<file path="config.mk">
export PLATFORM = sky130hd
export DESIGN_NAME = psram_async_writer
export DESIGN_NICKNAME = d
export VERILOG_FILES = /design/src/rtl/psram_wr_pkg.sv /design/src/rtl/psram_run_tracker.sv /design/src/rtl/psram_wr_seq.sv /design/src/rtl/psram_wr_lanes.sv /design/src/rtl/psram_async_writer.sv
export SDC_FILE = /design/constraint.sdc
export NUM_CORES = 1
export LEC_CHECK = 0
export ABC_AREA = 1
export BUFFER_PORTS_ARGS = -buffer_cell sky130_fd_sc_hd__buf_2
export CORE_MARGIN = 1
export CORE_UTILIZATION = 55
export CTS_CLUSTER_DIAMETER = 120
export DETAILED_ROUTE_END_ITERATION = 10
export GPL_TIMING_DRIVEN = 0
export PLACE_DENSITY = 0.94
export SLEW_MARGIN = 20
export SYNTH_ARGS = -nofsm -noshare
export SYNTH_HDL_FRONTEND = slang
export SYNTH_SLANG_ARGS = --single-unit
</file>
<file path="constraint.sdc">
create_clock -name clk -period 4.3 [get_ports clk]
set_input_delay 0.43 -clock clk [delete_from_list [all_inputs] [get_ports clk]]
set_output_delay 0.43 -clock clk [all_outputs]
set_load 0.03 [all_outputs]
</file>
<file path="src/rtl/psram_wr_pkg.sv">
package psram_wr_pkg;

  typedef enum logic [1:0] {
    ST_IDLE    = 2'd0,
    ST_WRITE   = 2'd1,
    ST_RECOVER = 2'd2
  } wr_state_e;

  // Whole clock cycles needed to cover a minimum time in ns.
  function automatic int ns_to_cyc(input int t_ns, input int clk_ns);
    return (t_ns + clk_ns - 1) / clk_ns;
  endfunction

  function automatic int max2(input int a, input int b);
    return (a > b) ? a : b;
  endfunction

endpackage

</file>
<file path="src/rtl/psram_run_tracker.sv">
module psram_run_tracker #(
  parameter int RUN_LEN = 50,
  parameter int GAP_CYC = 7
) (
  input  logic clk,
  input  logic rst_n,
  input  logic accept,
  input  logic idle_tick,
  output logic long_sel
);
  localparam int RW = $clog2(RUN_LEN + 1);
  localparam int GW = $clog2(GAP_CYC + 1);

  logic [RW-1:0] run_cnt;
  logic [GW-1:0] gap_cnt;
  logic [RW-1:0] prev_run;

  // A long enough idle gap clears the run in the same cycle that a request lands.
  assign prev_run = (gap_cnt >= GW'(GAP_CYC)) ? '0 : run_cnt;
  assign long_sel = (prev_run >= RW'(RUN_LEN));

  always_ff @(posedge clk or negedge rst_n) begin
    if (!rst_n) begin
      run_cnt <= '0;
      gap_cnt <= GW'(GAP_CYC);
    end else if (accept) begin
      gap_cnt <= '0;
      run_cnt <= long_sel ? RW'(RUN_LEN) : prev_run + 1'b1;
    end else if (idle_tick && (gap_cnt < GW'(GAP_CYC))) begin
      gap_cnt <= gap_cnt + 1'b1;
    end
  end

  AST_RUN_SAT: assert property (@(posedge clk) disable iff (!rst_n)
    run_cnt <= RW'(RUN_LEN));

  AST_LONG_NEEDS_RUN: assert property (@(posedge clk) disable iff (!rst_n)
    (accept && long_sel) |=> (run_cnt == RW'(RUN_LEN)));

endmodule

</file>
<file path="src/rtl/psram_wr_seq.sv">
module psram_wr_seq
  import psram_wr_pkg::*;
#(
  parameter int CNT_W = 4
) (
  input  logic             clk,
  input  logic             rst_n,
  input  logic             accept,
  input  logic [CNT_W-1:0] win_len,
  input  logic [CNT_W-1:0] period,
  output logic             ready,
  output logic             cs_n,
  output logic             we_n,
  output logic             dq_oe,
  output logic             finish
);
  wr_state_e        state;
  logic [CNT_W-1:0] elapsed;
  logic [CNT_W-1:0] win_q;
  logic [CNT_W-1:0] per_q;

  assign finish = (state == ST_WRITE) && (elapsed == win_q);

  always_ff @(posedge clk or negedge rst_n) begin
    if (!rst_n) begin
      state   <= ST_IDLE;
      elapsed <= '0;
      win_q   <= '0;
      per_q   <= '0;
      cs_n    <= 1'b1;
      we_n    <= 1'b1;
      dq_oe   <= 1'b0;
      ready   <= 1'b1;
    end else begin
      unique case (state)
        ST_IDLE: begin
          if (accept) begin
            state   <= ST_WRITE;
            elapsed <= CNT_W'(1);
            win_q   <= win_len;
            per_q   <= period;
            cs_n    <= 1'b0;
            we_n    <= 1'b0;
            dq_oe   <= 1'b1;
            ready   <= 1'b0;
          end else begin
            dq_oe   <= 1'b0;
          end
        end
        ST_WRITE: begin
          elapsed <= elapsed + 1'b1;
          if (finish) begin
            cs_n <= 1'b1;
            we_n <= 1'b1;
            if (elapsed + 1'b1 == per_q) begin
              state <= ST_IDLE;
              ready <= 1'b1;
            end else begin
              state <= ST_RECOVER;
            end
          end
        end
        ST_RECOVER: begin
          dq_oe   <= 1'b0;
          elapsed <= elapsed + 1'b1;
          if (elapsed + 1'b1 == per_q) begin
            state <= ST_IDLE;
            ready <= 1'b1;
          end
        end
        default: state <= ST_IDLE;
      endcase
    end
  end

  AST_NO_ACCEPT_BUSY: assert property (@(posedge clk) disable iff (!rst_n)
    !cs_n |-> !ready);

  AST_DRIVE_IN_WINDOW: assert property (@(posedge clk) disable iff (!rst_n)
    !we_n |-> dq_oe);

  AST_HOLD_AFTER_END: assert property (@(posedge clk) disable iff (!rst_n)
    $rose(we_n) |-> dq_oe);

  AST_PAIR_RISE: assert property (@(posedge clk) disable iff (!rst_n)
    $rose(cs_n) |-> $rose(we_n));

endmodule

</file>
<file path="src/rtl/psram_wr_lanes.sv">
module psram_wr_lanes #(
  parameter int ADDR_W = 20,
  parameter int LANES  = 2,
  parameter int LANE_W = 8
) (
  input  logic                    clk,
  input  logic                    rst_n,
  input  logic                    accept,
  input  logic                    finish,
  input  logic                    cs_n,
  input  logic [ADDR_W-1:0]       in_addr,
  input  logic [LANES*LANE_W-1:0] in_data,
  input  logic [LANES-1:0]        in_be,
  output logic [ADDR_W-1:0]       addr,
  output logic [LANES*LANE_W-1:0] dq,
  output logic [LANES-1:0]        lane_n
);

  always_ff @(posedge clk or negedge rst_n) begin
    if (!rst_n) begin
      addr <= '0;
      dq   <= '0;
    end else if (accept) begin
      addr <= in_addr;
      dq   <= in_data;
    end
  end

  for (genvar g = 0; g < LANES; g++) begin : g_lane
    always_ff @(posedge clk or negedge rst_n) begin
      if (!rst_n)      lane_n[g] <= 1'b1;
      else if (accept) lane_n[g] <= ~in_be[g];
      else if (finish) lane_n[g] <= 1'b1;
    end
  end

  AST_ADDR_STABLE: assert property (@(posedge clk) disable iff (!rst_n)
    (!cs_n && $past(!cs_n)) |-> ($stable(addr) && $stable(dq)));

  AST_LANES_IN_WINDOW: assert property (@(posedge clk) disable iff (!rst_n)
    cs_n |-> (&lane_n));

endmodule

</file>
<file path="src/rtl/psram_async_writer.sv">
module psram_async_writer
  import psram_wr_pkg::*;
#(
  parameter int ADDR_W      = 20,
  parameter int CLK_NS      = 10,
  parameter int T_WC_NS     = 70,
  parameter int T_CW_NS     = 60,
  parameter int T_AW_NS     = 60,
  parameter int T_BW_NS     = 60,
  parameter int T_WP_NS     = 55,
  parameter int T_WP_RUN_NS = 70,
  parameter int T_DW_NS     = 30,
  parameter int RUN_LEN     = 50
) (
  input  logic              clk,
  input  logic              rst_n,
  input  logic              req_valid,
  output logic              req_ready,
  input  logic [ADDR_W-1:0] req_addr,
  input  logic [15:0]       req_data,
  input  logic [1:0]        req_be,
  output logic              mem_cs_n,
  output logic              mem_we_n,
  output logic              mem_ub_n,
  output logic              mem_lb_n,
  output logic              mem_oe_n,
  output logic              mem_cfg_sel_n,
  output logic [ADDR_W-1:0] mem_addr,
  output logic [15:0]       mem_dq,
  output logic              mem_dq_oe
);
  localparam int WC_CYC    = ns_to_cyc(T_WC_NS, CLK_NS);
  localparam int SETUP_CYC = max2(max2(ns_to_cyc(T_CW_NS, CLK_NS), ns_to_cyc(T_AW_NS, CLK_NS)),
                                  max2(ns_to_cyc(T_BW_NS, CLK_NS), ns_to_cyc(T_DW_NS, CLK_NS)));
  localparam int WIN_SHORT = max2(SETUP_CYC, ns_to_cyc(T_WP_NS, CLK_NS));
  localparam int WIN_LONG  = max2(WIN_SHORT, ns_to_cyc(T_WP_RUN_NS, CLK_NS));
  localparam int PER_SHORT = max2(WC_CYC, WIN_SHORT + 1);
  localparam int PER_LONG  = max2(WC_CYC, WIN_LONG + 1);
  localparam int CNT_W     = $clog2(PER_LONG + 1);

  logic             accept;
  logic             idle_tick;
  logic             long_sel;
  logic             finish;
  logic [CNT_W-1:0] win_len;
  logic [CNT_W-1:0] period;
  logic [1:0]       lane_n;

  assign accept    = req_valid && req_ready;
  assign idle_tick = req_ready && !req_valid;
  assign win_len   = long_sel ? CNT_W'(WIN_LONG) : CNT_W'(WIN_SHORT);
  assign period    = long_sel ? CNT_W'(PER_LONG) : CNT_W'(PER_SHORT);

  psram_run_tracker #(.RUN_LEN(RUN_LEN), .GAP_CYC(WC_CYC)) u_run (
    .clk(clk), .rst_n(rst_n), .accept(accept), .idle_tick(idle_tick), .long_sel(long_sel)
  );

  psram_wr_seq #(.CNT_W(CNT_W)) u_seq (
    .clk(clk), .rst_n(rst_n), .accept(accept), .win_len(win_len), .period(period),
    .ready(req_ready), .cs_n(mem_cs_n), .we_n(mem_we_n), .dq_oe(mem_dq_oe), .finish(finish)
  );

  psram_wr_lanes #(.ADDR_W(ADDR_W), .LANES(2), .LANE_W(8)) u_lanes (
    .clk(clk), .rst_n(rst_n), .accept(accept), .finish(finish), .cs_n(mem_cs_n),
    .in_addr(req_addr), .in_data(req_data), .in_be(req_be),
    .addr(mem_addr), .dq(mem_dq), .lane_n(lane_n)
  );

  assign mem_ub_n      = lane_n[1];
  assign mem_lb_n      = lane_n[0];
  assign mem_oe_n      = 1'b1;
  assign mem_cfg_sel_n = 1'b1;

  AST_WIN_HAS_LANES_OFF_AT_END: assert property (@(posedge clk) disable iff (!rst_n)
    $rose(mem_we_n) |-> (mem_ub_n && mem_lb_n));

endmodule

</file>
==> key figures <==
Route
  • Vias post-DR: approximately 2400
  • Vias per cell: ~4.9
  • Top routing layer used: met4
  • Final wirelength: a little over 6 mm
  • Wire per inst: about 12 um
  • Number of routed nets with antenna violations: 0
  • DRC viols: 0
  • Met2 wire length: roughly 3.2 mm
  • Initial DRC Count: 170
  • DR WL met3: 234 um
  • Drt pass-1 iters: 4
  • Met1 wire length: 2.58 mm

Synthesis
  • Post-Synthesis Cells: roughly 330
  • Number of synthesis warnings: 0
  • Top cells by area, synth: dfrtp_1, nand2_1, dfstp_2
  • Yosys reg bits: 59
  • Syn_area_per_cell: 8.36 um2
  • Synthesized cell area: ~2800 um2
  • Area leader, netlist: dfrtp_1
  • Async SR Flop Fraction: between 90% and 100%
  • Count leader, synth: nand2_1
  • Post-synth EDFFs: 0
  • Sequential fraction of the synthesis area: a little over half
  • Commonest cells in the netlist: nand2_1, dfrtp_1, inv_1
  • Ys flop type: dfrtp_1
  • Unique masters post-synth: 30
  • Yosys top cell area share: 47.3%

Floorplan
  • Starting Density: 57.9%
  • Die Span Y: between 70 and 80 um
  • Die W: 72.7 um
  • Site Rows: 25
  • I/O pin count: 85
  • Core footprint: 4750 um2
  • Die area: 5290 um2

Setup path
  • Crit end category: flip-flop
  • Critical path class: flip-flop to flip-flop
  • CP required: between 4 and 5 ns
  • Reg2reg path depth: 12
  • Arrival time worst endpoint: 2.12 ns
  • RR Endpoint: u_run.run_cnt[4]$_DFFE_PN0P_
  • CP endpoint: u_run.run_cnt[4]$_DFFE_PN0P_
  • Critical-path maximum fanout: 4
  • Startpoint Class: flip-flop
  • CP startpoint: u_run.gap_cnt[0]$_DFFE_PN1P_
  • Reg2Reg Setup Slack: 2.40 ns
  • R2R Path Start: u_run.gap_cnt[0]$_DFFE_PN1P_

Clocking
  • CTS H-tree lvls: 3
  • PostCTS Resize Cnt: 0
  • Clock transition at the registers of the reported paths: 0.07 ns
  • Bufs on Longest Clock Path: 2
  • Clk_lat worst skew: 0.33 ns
  • CTS buffer count: 9
  • CTS sink count: between 50 and 60
  • Hold_buf cts: 0
  • CTS tree: done
  • Post-CTS setup buffers: 0
  • CTS root buf: clkbuf_8

Timing
  • Final Hold Viols: 0
  • RSZ-0062 raised after global routing: false
  • Final worst path period need: 1.90 ns
  • Measured slew at the worst slew-check pin: 0.699 ns
  • Final Setup Violations: 0
  • Setup slack after layout: 2.40 ns
  • Max Slew Vio Count: 0
  • Fmax achieved: 527 MHz
  • Worst hold slack: around 0.15 ns
  • Worst-case clock skew: 0.00617 ns
  • Period utilisation layout: 44.1%
  • Slew headroom: 53.4%
  • Setup_tns: 0 ns

Place
  • Number of port buffers: 82
  • RD Place Congestion: 0.822
  • DP Wirelength: 4.42 mm
  • Pre-CTS setup slack: 2.42 ns

Finish
  • Core Util, Final: 72.8%
  • Layout area overhead: 25.7%
  • Share of layout cells above drive strength 1: 30.8%
  • Fillers: 361
  • Layout Nets: 472
  • Multi-input gate area: about 1100 um2
  • Diode count: 0
  • Sequential Area: approximately 1500 um2

Power
  • Internal cell power: 1.61 mW
  • Comb power frac: 47.8%
  • Clock group share of total power: 17.8%
  • Power per cell area: around 860 nW/um2
  • Peak VDD IR: ~0.44 mV
  • P_leak: around 2 nW
  • Switching part of the total power: between 40% and 50%
  • Net load switching power: 1.36 mW
  • Reg power frac: 34.4%

Global routing
  • Vias in the first global route: 2303
  • First-pass GRT wire length: slightly below 10 mm
  • Remaining global-route overflow: 0
  • Maximum number of pins on one net before global-route repair: 60
  • Initial antenna violation count: 0
  • Tot GR Track Use: 24.9%

Min path
  • Type of the most critical hold path: primary input to async pin

Status
  • Outcome: finished clean

Flow run
  • Max-Cap Viols: 0
[area by class of cell]
class / instances / area share (%)
inverters: 29 / 3.15
well taps: 67 / 2.42
multi-input cells: 231 / 31.6
flip-flops and latches: 59 / 42.9
plain buffers: 11 / 1.99
repair buffers: 82 / 11.9
clock inverters: 6 / 2.31
clock buffers: 10 / 3.69
[sequential cells by signal (all words and copies together), names as in the netlist, 2 cells and up]
name	cells
u_lanes.addr	20
u_lanes.dq	16
u_lanes.lane_n	2
u_run.gap_cnt	3
u_run.run_cnt	6
u_seq.elapsed	4
u_seq.state	2
u_seq.win_q	2
[critical path, cell delays in order (launching register included)]
cell and delay (ns):
dfstp_2 0.57, ha_1 0.16, ha_1 0.14, inv_1 0.08
nand3_1 0.11, inv_1 0.07, ha_1 0.19, inv_1 0.05
nand3_1 0.09, nand2_1 0.11, nand2_2 0.09, nor2_1 0.10
nor2_1 0.04
[cells by family after synthesis]
family	Yosys count	share of synthesized area (%)
xor gates and xnor gates	2	0.637
other	1	0.136
buffers and inverters	40	6.46
and+or+nand+nor	195	29.6
AOI/OAI and AO/OA	24	5.59
adders and majority gates	8	3.64
DFF	59	54.0
[layer usage]
metal	vias up	track usage (%)
met2	73	43.5
met3	9	4.42
met4	0	13.3
li1	1209	-
met5	-	0
met1	1153	29.2
[power by group through the flow]
stage               Sequential (mW)  Combinational [mW]  Clock, mW
global placement               1.01                1.36          0
finish                         1.02                1.42      0.530
floorplan                      1.38               0.661          0
CTS                            1.02                1.43      0.540
detailed placement             1.02                1.42          0
global route                   1.05                1.57      0.562
[worst min path at each step]
stage	start	to	slack [ns]	cells after the start
4_1_cts	rst_n	u_lanes.dq[5]$_DFFE_PN0P_	0.17	1
3_5_place_dp	u_lanes.addr[9]$_DFFE_PN0P_	u_lanes.addr[9]$_DFFE_PN0P_	0.46	2
6_report	rst_n	u_lanes.addr[0]$_DFFE_PN0P_	0.15	1
2_1_floorplan	rst_n	u_lanes.addr[0]$_DFFE_PN0P_	0.13	0
3_3_place_gp	u_seq.cs_n$_DFFE_PN1P_	u_seq.cs_n$_DFFE_PN1P_	0.45	2
5_1_grt	rst_n	u_lanes.addr[8]$_DFFE_PN0P_	0.20	1
[placed cells by master, fill, tap and decap left out, types with 5 or more instances in the layout]
cell / count
buf_2: 82
buf_4: 8
clkbuf_8: 9
dfrtp_1: 52
dfstp_2: 7
ha_1: 8
inv_1: 25
nand2_1: 146
nand2_2: 6
nand3_1: 18
nor2_1: 15
o21ai_0: 5
o21ai_1: 5
[per-stage QoR]
stage / std cells / total power, mW / cell area [um2]
floorplan: 330 / 2.04 / 2760
global placement: 479 / 2.37 / 3250
detailed placement: 479 / 2.45 / 3250
CTS: 495 / 2.99 / 3460
global route: 495 / 3.18 / 3460
finish: 495 / 2.97 / 3460
No activity file was read; power rests on OpenSTA's default activity.
